==> config.mk <==
export PLATFORM = sky130hd
export DESIGN_NAME = cfg_index_window
export DESIGN_NICKNAME = d
export VERILOG_FILES = /design/src/rtl/cfgwin_pkg.sv /design/src/rtl/cfgwin_decode.sv /design/src/rtl/cfgwin_port.sv /design/src/rtl/cfgwin_regfile.sv /design/src/rtl/cfg_index_window.sv
export SDC_FILE = /design/constraint.sdc
export NUM_CORES = 1
export LEC_CHECK = 0
export ABC_AREA = 1
export BUFFER_PORTS_ARGS = -buffer_cell sky130_fd_sc_hd__buf_4
export CORE_MARGIN = 2
export CORE_UTILIZATION = 35
export DETAILED_ROUTE_END_ITERATION = 12
export PLACE_DENSITY = 0.56
export RECOVER_POWER = 100
export REMOVE_ABC_BUFFERS = 1
export SETUP_SLACK_MARGIN = 0.1
export SYNTH_ARGS = -nofsm -noshare
export SYNTH_HDL_FRONTEND = slang
export SYNTH_HIERARCHICAL = 1
export SYNTH_SLANG_ARGS = --single-unit
==> constraint.sdc <==
create_clock -name clk -period 3.1 [get_ports clk]
set_input_delay 0.31 -clock clk [delete_from_list [all_inputs] [get_ports clk]]
set_output_delay 0.31 -clock clk [all_outputs]
set_load 0.01 [all_outputs]
==> src/rtl/cfgwin_pkg.sv <==
package cfgwin_pkg;

    typedef enum logic [0:0] {
        WIN_IDLE  = 1'b0,
        WIN_ARMED = 1'b1
    } win_state_t;

    localparam int          NUM_WIN   = 2;
    localparam int          IDX_W     = 8;
    localparam logic [7:0]  IDLE_READ = 8'hFF;

endpackage

==> src/rtl/cfgwin_decode.sv <==
module cfgwin_decode #(
    parameter int                         ADDR_W    = 16,
    parameter int                         NWIN      = 2,
    parameter logic [NWIN*ADDR_W-1:0]     IDX_ADDRS = '0,
    parameter logic [NWIN*ADDR_W-1:0]     DAT_ADDRS = '0
) (
    input  logic [ADDR_W-1:0] addr,
    output logic [NWIN-1:0]   idx_hit,
    output logic [NWIN-1:0]   dat_hit
);

    for (genvar w = 0; w < NWIN; w++) begin : g_win
        assign idx_hit[w] = (addr == IDX_ADDRS[w*ADDR_W +: ADDR_W]);
        assign dat_hit[w] = (addr == DAT_ADDRS[w*ADDR_W +: ADDR_W]);
    end

endmodule

==> src/rtl/cfgwin_port.sv <==
module cfgwin_port
    import cfgwin_pkg::*;
#(
    parameter int IW = IDX_W
) (
    input  logic          clk,
    input  logic          rst_n,
    input  logic          idx_wr_en,
    input  logic          dat_access,
    input  logic [IW-1:0] wdata,
    output logic          armed,
    output logic          grant,
    output logic [IW-1:0] index
);

    win_state_t    state_q, state_d;
    logic [IW-1:0] index_q;

    // State register
    always_ff @(posedge clk) begin
        if (!rst_n) state_q <= WIN_IDLE;
        else        state_q <= state_d;
    end

    // Next-state logic: arm, rearm, consume, ignore
    always_comb begin
        state_d = state_q;
        unique case (state_q)
            WIN_IDLE: begin
                if (idx_wr_en) state_d = WIN_ARMED;
            end
            WIN_ARMED: begin
                if (idx_wr_en)       state_d = WIN_ARMED;
                else if (dat_access) state_d = WIN_IDLE;
            end
            default: state_d = WIN_IDLE;
        endcase
    end

    // Index holding register
    always_ff @(posedge clk) begin
        if (!rst_n)         index_q <= '0;
        else if (idx_wr_en) index_q <= wdata;
    end

    // Outputs
    always_comb begin
        armed = (state_q == WIN_ARMED);
        grant = armed && dat_access;
        index = index_q;
    end


    arm_after_idx_chk: assert property (@(posedge clk) disable iff (!rst_n)
        idx_wr_en |=> armed);


    one_shot_chk: assert property (@(posedge clk) disable iff (!rst_n)
        (dat_access && !idx_wr_en) |=> !armed);


    idle_hold_chk: assert property (@(posedge clk) disable iff (!rst_n)
        (!idx_wr_en && !dat_access) |=> ($stable(index) && $stable(armed)));

endmodule

==> src/rtl/cfgwin_regfile.sv <==
module cfgwin_regfile
    import cfgwin_pkg::*;
#(
    parameter int         NUM_REGS = 16,
    parameter logic [7:0] SEED     = 8'h5A,
    parameter logic [7:0] STEP     = 8'h13
) (
    input  logic                  clk,
    input  logic                  rst_n,
    input  logic                  we,
    input  logic [IDX_W-1:0]      addr,
    input  logic [7:0]            wdata,
    output logic                  valid,
    output logic [7:0]            rd_data,
    output logic [NUM_REGS*8-1:0] regs_flat
);

    localparam int         AW    = (NUM_REGS > 1) ? $clog2(NUM_REGS) : 1;
    localparam logic [8:0] DEPTH = 9'(NUM_REGS);

    logic [7:0] regs [NUM_REGS];

    assign valid = ({1'b0, addr} < DEPTH);

    for (genvar i = 0; i < NUM_REGS; i++) begin : g_reg
        localparam logic [7:0] RV = 8'(SEED + STEP * 8'(i));
        localparam logic [AW-1:0] MY = AW'(i);
        logic hit;
        assign hit = we && valid && (addr[AW-1:0] == MY);
        always_ff @(posedge clk) begin
            if (!rst_n)   regs[i] <= RV;
            else if (hit) regs[i] <= wdata;
        end
        assign regs_flat[i*8 +: 8] = regs[i];
    end

    always_comb begin
        rd_data = IDLE_READ;
        if (valid) rd_data = regs[addr[AW-1:0]];
    end


    undef_write_chk: assert property (@(posedge clk) disable iff (!rst_n)
        (we && !valid) |=> $stable(regs_flat));


    no_write_chk: assert property (@(posedge clk) disable iff (!rst_n)
        !we |=> $stable(regs_flat));

endmodule

==> src/rtl/cfg_index_window.sv <==
module cfg_index_window
    import cfgwin_pkg::*;
#(
    parameter int         ADDR_W   = 16,
    parameter int         NUM_REGS = 16,
    parameter logic [7:0] SEED     = 8'h5A,
    parameter logic [7:0] STEP     = 8'h13
) (
    input  logic                  clk,
    input  logic                  rst_n,
    input  logic [ADDR_W-1:0]     io_addr,
    input  logic                  io_rd,
    input  logic                  io_wr,
    input  logic [7:0]            io_wdata,
    output logic [7:0]            io_rdata,
    output logic [NUM_REGS*8-1:0] cfg_regs
);

    localparam logic [NUM_WIN*ADDR_W-1:0] IDX_MAP =
        {ADDR_W'(16'h0026), ADDR_W'(16'h0022)};
    localparam logic [NUM_WIN*ADDR_W-1:0] DAT_MAP =
        {ADDR_W'(16'h0027), ADDR_W'(16'h0023)};

    logic [NUM_WIN-1:0] idx_hit, dat_hit, armed, grant;
    logic [IDX_W-1:0]   win_idx [NUM_WIN];
    logic [IDX_W-1:0]   sel_idx;
    logic               any_grant, rf_we, rf_valid;
    logic [7:0]         rf_rdata;

    cfgwin_decode #(
        .ADDR_W   (ADDR_W),
        .NWIN     (NUM_WIN),
        .IDX_ADDRS(IDX_MAP),
        .DAT_ADDRS(DAT_MAP)
    ) u_dec (
        .addr   (io_addr),
        .idx_hit(idx_hit),
        .dat_hit(dat_hit)
    );

    for (genvar w = 0; w < NUM_WIN; w++) begin : g_port
        cfgwin_port #(.IW(IDX_W)) u_port (
            .clk       (clk),
            .rst_n     (rst_n),
            .idx_wr_en (idx_hit[w] && io_wr),
            .dat_access(dat_hit[w] && (io_rd || io_wr)),
            .wdata     (io_wdata),
            .armed     (armed[w]),
            .grant     (grant[w]),
            .index     (win_idx[w])
        );
    end

    always_comb begin
        sel_idx = win_idx[0];
        if (grant[1]) sel_idx = win_idx[1];
    end

    assign any_grant = |grant;
    assign rf_we     = any_grant && io_wr;

    cfgwin_regfile #(
        .NUM_REGS(NUM_REGS),
        .SEED    (SEED),
        .STEP    (STEP)
    ) u_rf (
        .clk      (clk),
        .rst_n    (rst_n),
        .we       (rf_we),
        .addr     (sel_idx),
        .wdata    (io_wdata),
        .valid    (rf_valid),
        .rd_data  (rf_rdata),
        .regs_flat(cfg_regs)
    );

    always_comb begin
        io_rdata = IDLE_READ;
        if (io_rd && any_grant && rf_valid) io_rdata = rf_rdata;
    end


    single_grant_chk: assert property (@(posedge clk) disable iff (!rst_n)
        $onehot0(grant));


    nohit_quiet_chk: assert property (@(posedge clk) disable iff (!rst_n)
        (idx_hit == '0 && dat_hit == '0) |=> ($stable(cfg_regs) && $stable(armed)));


    idle_read_chk: assert property (@(posedge clk) disable iff (!rst_n)
        (io_rd && !any_grant) |-> (io_rdata == 8'hFF));


    other_arm_chk: assert property (@(posedge clk) disable iff (!rst_n)
        (idx_hit[0] && io_wr) |=> (armed[1] == $past(armed[1])));

endmodule

Word level (Yosys, flattened, before mapping)
Memory sizes are Yosys's and may differ from the RTL's.
Index checks and enable logic that the tools add are counted.
{"block": "totals", "regBits": 18, "ram_bits": 128, "inputBits": 28, "out_inout_bits": 136, "memories": 1, "word_cells": 148}
{"block": "op_classes", "n_mux": 76, "n_lt_le_gt_ge": 1, "reduce_logical": 29, "bitwise_logic": 18, "n_eq_ne": 19}
{"memory": "u_rf.regs", "words": 16, "word_bits": 8, "rd": 17, "rd_clocked_by_memory_dff": 0, "wr": 16, "line_no": "cfgwin_regfile.sv:21", "text": "logic [7:0] regs [NUM_REGS];"}
{"operator": "$mux 8", "n": 19}
{"operator": "$eq 16x6->1 const B", "n": 4}
{"operator": "$mux 1", "n": 55}
{"operator": "$eq 4x4->1 const B", "n": 8}
{"operator": "$logic_and 1x1->1", "n": 26}
{"operator": "$eq 4x3->1 const B", "n": 4}
{"operator": "$or 1x1->1", "n": 16}
{"operator": "$eq 4x2->1 const B", "n": 2}
{"operator": "$lt 8x5->1 const B", "n": 1}
{"operator": "$eq 4x1->1 const B", "n": 1}
{"operator": "$logic_not 4->1", "n": 1}
{"operator": "$pmux 1 s2", "n": 2}
{"operator": "$not 1->1", "n": 2}
{"operator": "$reduce_or 2->1", "n": 1}
{"operator": "$logic_or 1x1->1", "n": 1}

Logic depth before layout (Yosys ltp)
{"block": "logic_depth", "word_depth": 11, "depth_mapped": 26, "ltp_nobuf": 22}

Hierarchy
The synthesis kept the hierarchy.
{"module": "cfgwin_regfile", "instances": 1, "seq_area_each_um2": 3843.7, "area_each_um2": 6536.3, "cells_per_inst": 728}
{"module": "cfgwin_port", "instances": 2, "seq_area_each_um2": 180.2, "area_each_um2": 311.5, "cells_per_inst": 40}
{"module": "cfg_index_window", "instances": 1, "seq_area_each_um2": 0.0, "area_each_um2": 235.2, "cells_per_inst": 53}
{"module": "cfgwin_decode", "instances": 1, "seq_area_each_um2": 0.0, "area_each_um2": 162.7, "cells_per_inst": 40}

Least setup slack after synthesis
OpenSTA, ideal clock, no wires.
{"block": "synth_path", "path_type": "in2reg", "startpoint": "in io_addr[6]", "endpoint": "mem u_rf.regs[0][0] (enable)", "t_arrival_ns": 2.374, "setup_slack_ns": 0.342, "path_buffers": 2, "setup_ns": 0.384, "t_required_ns": 2.716, "path_stages": 16, "cell_sequence": "inv_1 nand2_2 nor2_4 nand2_1 nor2_1 o21a_1 nand2_1 inv_1 buf_6 inv_2 nand2_1 nand2_1 nor2_2 buf_4 inv_2 o21ai_0"}
{"element": "start, declared", "line_no": "cfg_index_window.sv:11", "text": "input logic [ADDR_W-1:0] io_addr,"}
{"element": "end, declared", "line_no": "cfgwin_regfile.sv:21"}

Worst setup path after layout
{"block": "layout_path", "startpoint": "in io_addr[10]", "endpoint": "out io_rdata[6]"}
{"block": "layout_via", "elab_chain_cells": 7, "elab_cells_between_ends": 14, "cone_classes": "order compare: 1; eq/ne: 2; mux: 3; reduce/logical: 7; memory: 1"}
{"element": "$eq 16x6->1 (*)", "line_no": "cfgwin_decode.sv:14", "text": "assign dat_hit[w] = (addr == DAT_ADDRS[w*ADDR_W +: ADDR_W]);"}
{"element": "net dat_hit[1]", "line_no": "cfg_index_window.sv:24", "text": "logic [NUM_WIN-1:0] idx_hit, dat_hit, armed, grant;"}
{"element": "$logic_and 1x1->1 (*)", "line_no": "cfg_index_window.sv:46", "text": ".dat_access(dat_hit[w] && (io_rd || io_wr)),"}
{"element": "$logic_and 1x1->1 (*)", "line_no": "cfgwin_port.sv:49", "text": "grant = armed && dat_access;"}
{"element": "net grant[1]", "line_no": "cfg_index_window.sv:24"}
{"element": "$mux 8 (*)", "line_no": "cfg_index_window.sv:56", "text": "if (grant[1]) sel_idx = win_idx[1];"}
{"element": "net sel_idx[0]", "line_no": "cfg_index_window.sv:26", "text": "logic [IDX_W-1:0] sel_idx;"}
{"element": "$lt 8x5->1 or $mem_v2 16x8 (tied branches)"}
{"element": "$mux 8 (*)", "line_no": "cfgwin_regfile.sv:39", "text": "if (valid) rd_data = regs[addr[AW-1:0]];"}
{"element": "net rf_rdata[6]", "line_no": "cfg_index_window.sv:28", "text": "logic [7:0] rf_rdata;"}
{"element": "$mux 8 (*)", "line_no": "cfg_index_window.sv:79", "text": "if (io_rd && any_grant && rf_valid) io_rdata = rf_rdata;"}
{"element": "end, declared", "line_no": "cfg_index_window.sv:15", "text": "output logic [7:0] io_rdata,"}
Mark *: on every way through the listed nets, which the timed path passes. The rest lies on a longest branch.

==> metrics.cfg <==
[run_status]
status=finished clean

[route]
drt-initial-drc-count=549
vias=7038
routedWlPerCell_um=19.2
viasPerCell=5.09
drc=0
ant_nets=0
dr.pass1.iters=5
drt_wl_total_um=26500

[worst_hold_path]
whs_path_depth=3
hold_path_class=in2reg
hold_end=g_port[1].u_port/index[7]$_SDFFE_PN0P_
hp-start=io_wdata[7]

[placed_design]
port_buffers=163
dp_hpwl_um=17600
placed_area_um2=9230
place.gp.congestion=0.874

[synth]
synth_most_common_cell=nand2_1
synth.largest_area_cell=edfxtp_1
ys.flop_type=edfxtp_1
synth_cell_types=24
syn_area_um2=7560
synth_seq_area_share_pct=55.6
ys_seq_elements=146
synthCells=901
synthArstFlopShare_pct=0
ys_top_cells_by_area=edfxtp_1 51%, nand2_1 17%, nor2_1 6.4%
avgSynthCellArea_um2=8.39
netlist.area_leader.share_pct=50.9
synthTopCellsByCount=337 x nand2_1, 128 x edfxtp_1, 128 x nor2_1
yosysWarnings=6
synth_edf_count=128

[clocking]
cts_buffer_depth=2
htreeDepth=4
clk_pin_slew_ns=0.06
cts_tree=done
clk_latency_ns=0.43
cts-buffers-inserted=17
clock_sinks=146
cts-root-buf=clkbuf_16

[grt]
grt_max_degree=45
grt_pass1_wl_um=37200
antenna_found_initial=0
grt_pass1_vias=6551
grtUsageTotal_pct=22.3
overflow=0

[sta]
worstMarginPinSlew_ns=0.918
slew_violations=0
whs_ns=0.133
fin_setup_tns_ns=0
finalCritPeriodShare_pct=93.6
period_needed_ns=2.90
relSlewSlack_pct=38.7
setup_viol_count_final=0
max_freq_ghz=0.345
rsz0062_at_grt=yes
fin_skew_ns=0.00670
hold_violations=0

[die]
die_h_um=151
io_pins=164
fp.dieW_um=151
dieArea_um2=22800
rows=53
core_um2=21100
start_util_pct=35.8

[worst_setup_path]
r2r_slack_ns=0.34
rr_endpoint=u_rf/regs[14][1]$_SDFFCE_PN0P_
cpMostUsedCell=nand2_1
startpoint_type=primary input
reg2reg_depth=14
crit_path_end_kind=primary output
cpPeakStageDelay_ns=0.19
crit_fanout=7
path_class=in2out
worstPathCellList=clkbuf_4, inv_1, nand2_1, nor2_1, nand2_2, nor2_2, o21a_1, nand2_1, inv_2, nand2_4, nand2_8, clkinv_8, clkbuf_16, nand3_1, nand2_1, nor2_1, nor2_1, nor2_2, nand2_1, inv_1, nand3_2, buf_6
cp.arrival_ns=2.59
cp_slowest_cell=clkbuf_16
worstReg2RegStart=g_port[1].u_port/armed$_SDFF_PN0_
cp_data_required_time_ns=2.79

[finish]
area_growth_pct=28.1
nFillCells=2157
drive_gt1_share_pct=15.5
nets=1122
final_cell_area_um2=9680
diodes=0

[power_and_ir_drop]
peakVddDrop_mv=0.379
cellLeakagePower_nw=4.02
power_density_nw_per_um2=477

[flow_run]
cap_violations=0

-- worst max path at each step --
stage           startpoint                       endpoint  slack (ns)
2_1_floorplan   io_addr[6]  u_rf/regs[1][0]$_SDFFCE_PN1P_       -1.10
3_3_place_gp    io_addr[4]                    io_rdata[6]        0.07
3_5_place_dp    io_addr[6]                    io_rdata[6]        0.03
4_1_cts         io_addr[6]                    io_rdata[6]        0.12
5_1_grt        io_addr[12]                    io_rdata[1]        0.04
6_report       io_addr[10]                    io_rdata[6]        0.20
-- per-layer routing --
metal	share of wire, %	up-vias	GRT usage (%)
met3	8.6	50	5.39
met5	0	-	0
li1	-	3338	-
met4	2.8	0	8.18
met1	42	3311	29.4
met2	46	339	35.6
-- timing repair --
action	in CTS	in global routing
hold buffers	0	0
cloned	0	8
resized for setup	2	67
pin swaps	0	22
buffers inserted	0	14
setup endpoints to repair	6	8
-- placed cells by master, fill, tap and decap left out, drive strengths merged --
cell	synthesis	routed
a21oi	2	2
buf	39	69
bufinv	0	3
clkbuf	19	180
clkinv	1	10
clkinvlp	0	4
dfxtp	18	18
edfxtp	128	128
inv	66	65
nand2	342	342
nand3	49	49
nand4	64	64
nor2	138	138
o21a	3	3
o21ai	32	32
-- sequential cells by signal, summed over array words and instances, names as in the netlist --
signal and flops:
u_rf/regs 128, g_port.u_port/index 16, g_port.u_port/armed 2
-- report_power, final --
| group | internal [mW] | switching, mW | total (mW) | leakage, nW |
|---|---|---|---|---|
| clock | 1.26 | 0.805 | 2.07 | 0.293 |
| combinational | 0.0823 | 0.215 | 0.297 | 2.38 |
| sequential | 2.20 | 0.0518 | 2.25 | 1.35 |
| total | 3.55 | 1.07 | 4.62 | 4.02 |
-- stage by stage --
stage               cells  power [mW]  setup WS, ns  util (%)
floorplan             843        2.40         -1.10         -
global placement     1328        2.65        0.0715      43.8
detailed placement   1328        2.65        0.0304      43.8
CTS                  1360        4.70         0.123      46.6
global route         1382        4.76        0.0362      45.9
finish               1382        4.62         0.198      45.9
-- cells by family after synthesis --
group | count (synthesis) | synth area share (%)
and+or+nand+nor | 593 | 34.0
DFF | 146 | 55.6
buffers and inverters | 125 | 7.68
AOI/OAI and AO/OA | 37 | 2.65
-- critical path, delay by kind of cell --
family	cells	cell delay (ns)
AO/OA/AOI/OAI	1	0.13
buffers and inverters	7	0.80
AND/OR/NAND/NOR	14	1.35
-- cell type report --
class	instances	area, um2	share of cell area, %
clock buffer	18	429	4.43
clock inverter	14	161	1.67
inverter	67	280	2.90
multi-input combinational	630	2840	29.3
sequential	146	4200	43.4
tap	275	344	3.55
timing repair buffer	231	1420	14.7
timing repair inverter	1	5.00	0.0517
No activity file was read; power rests on OpenSTA's default activity.
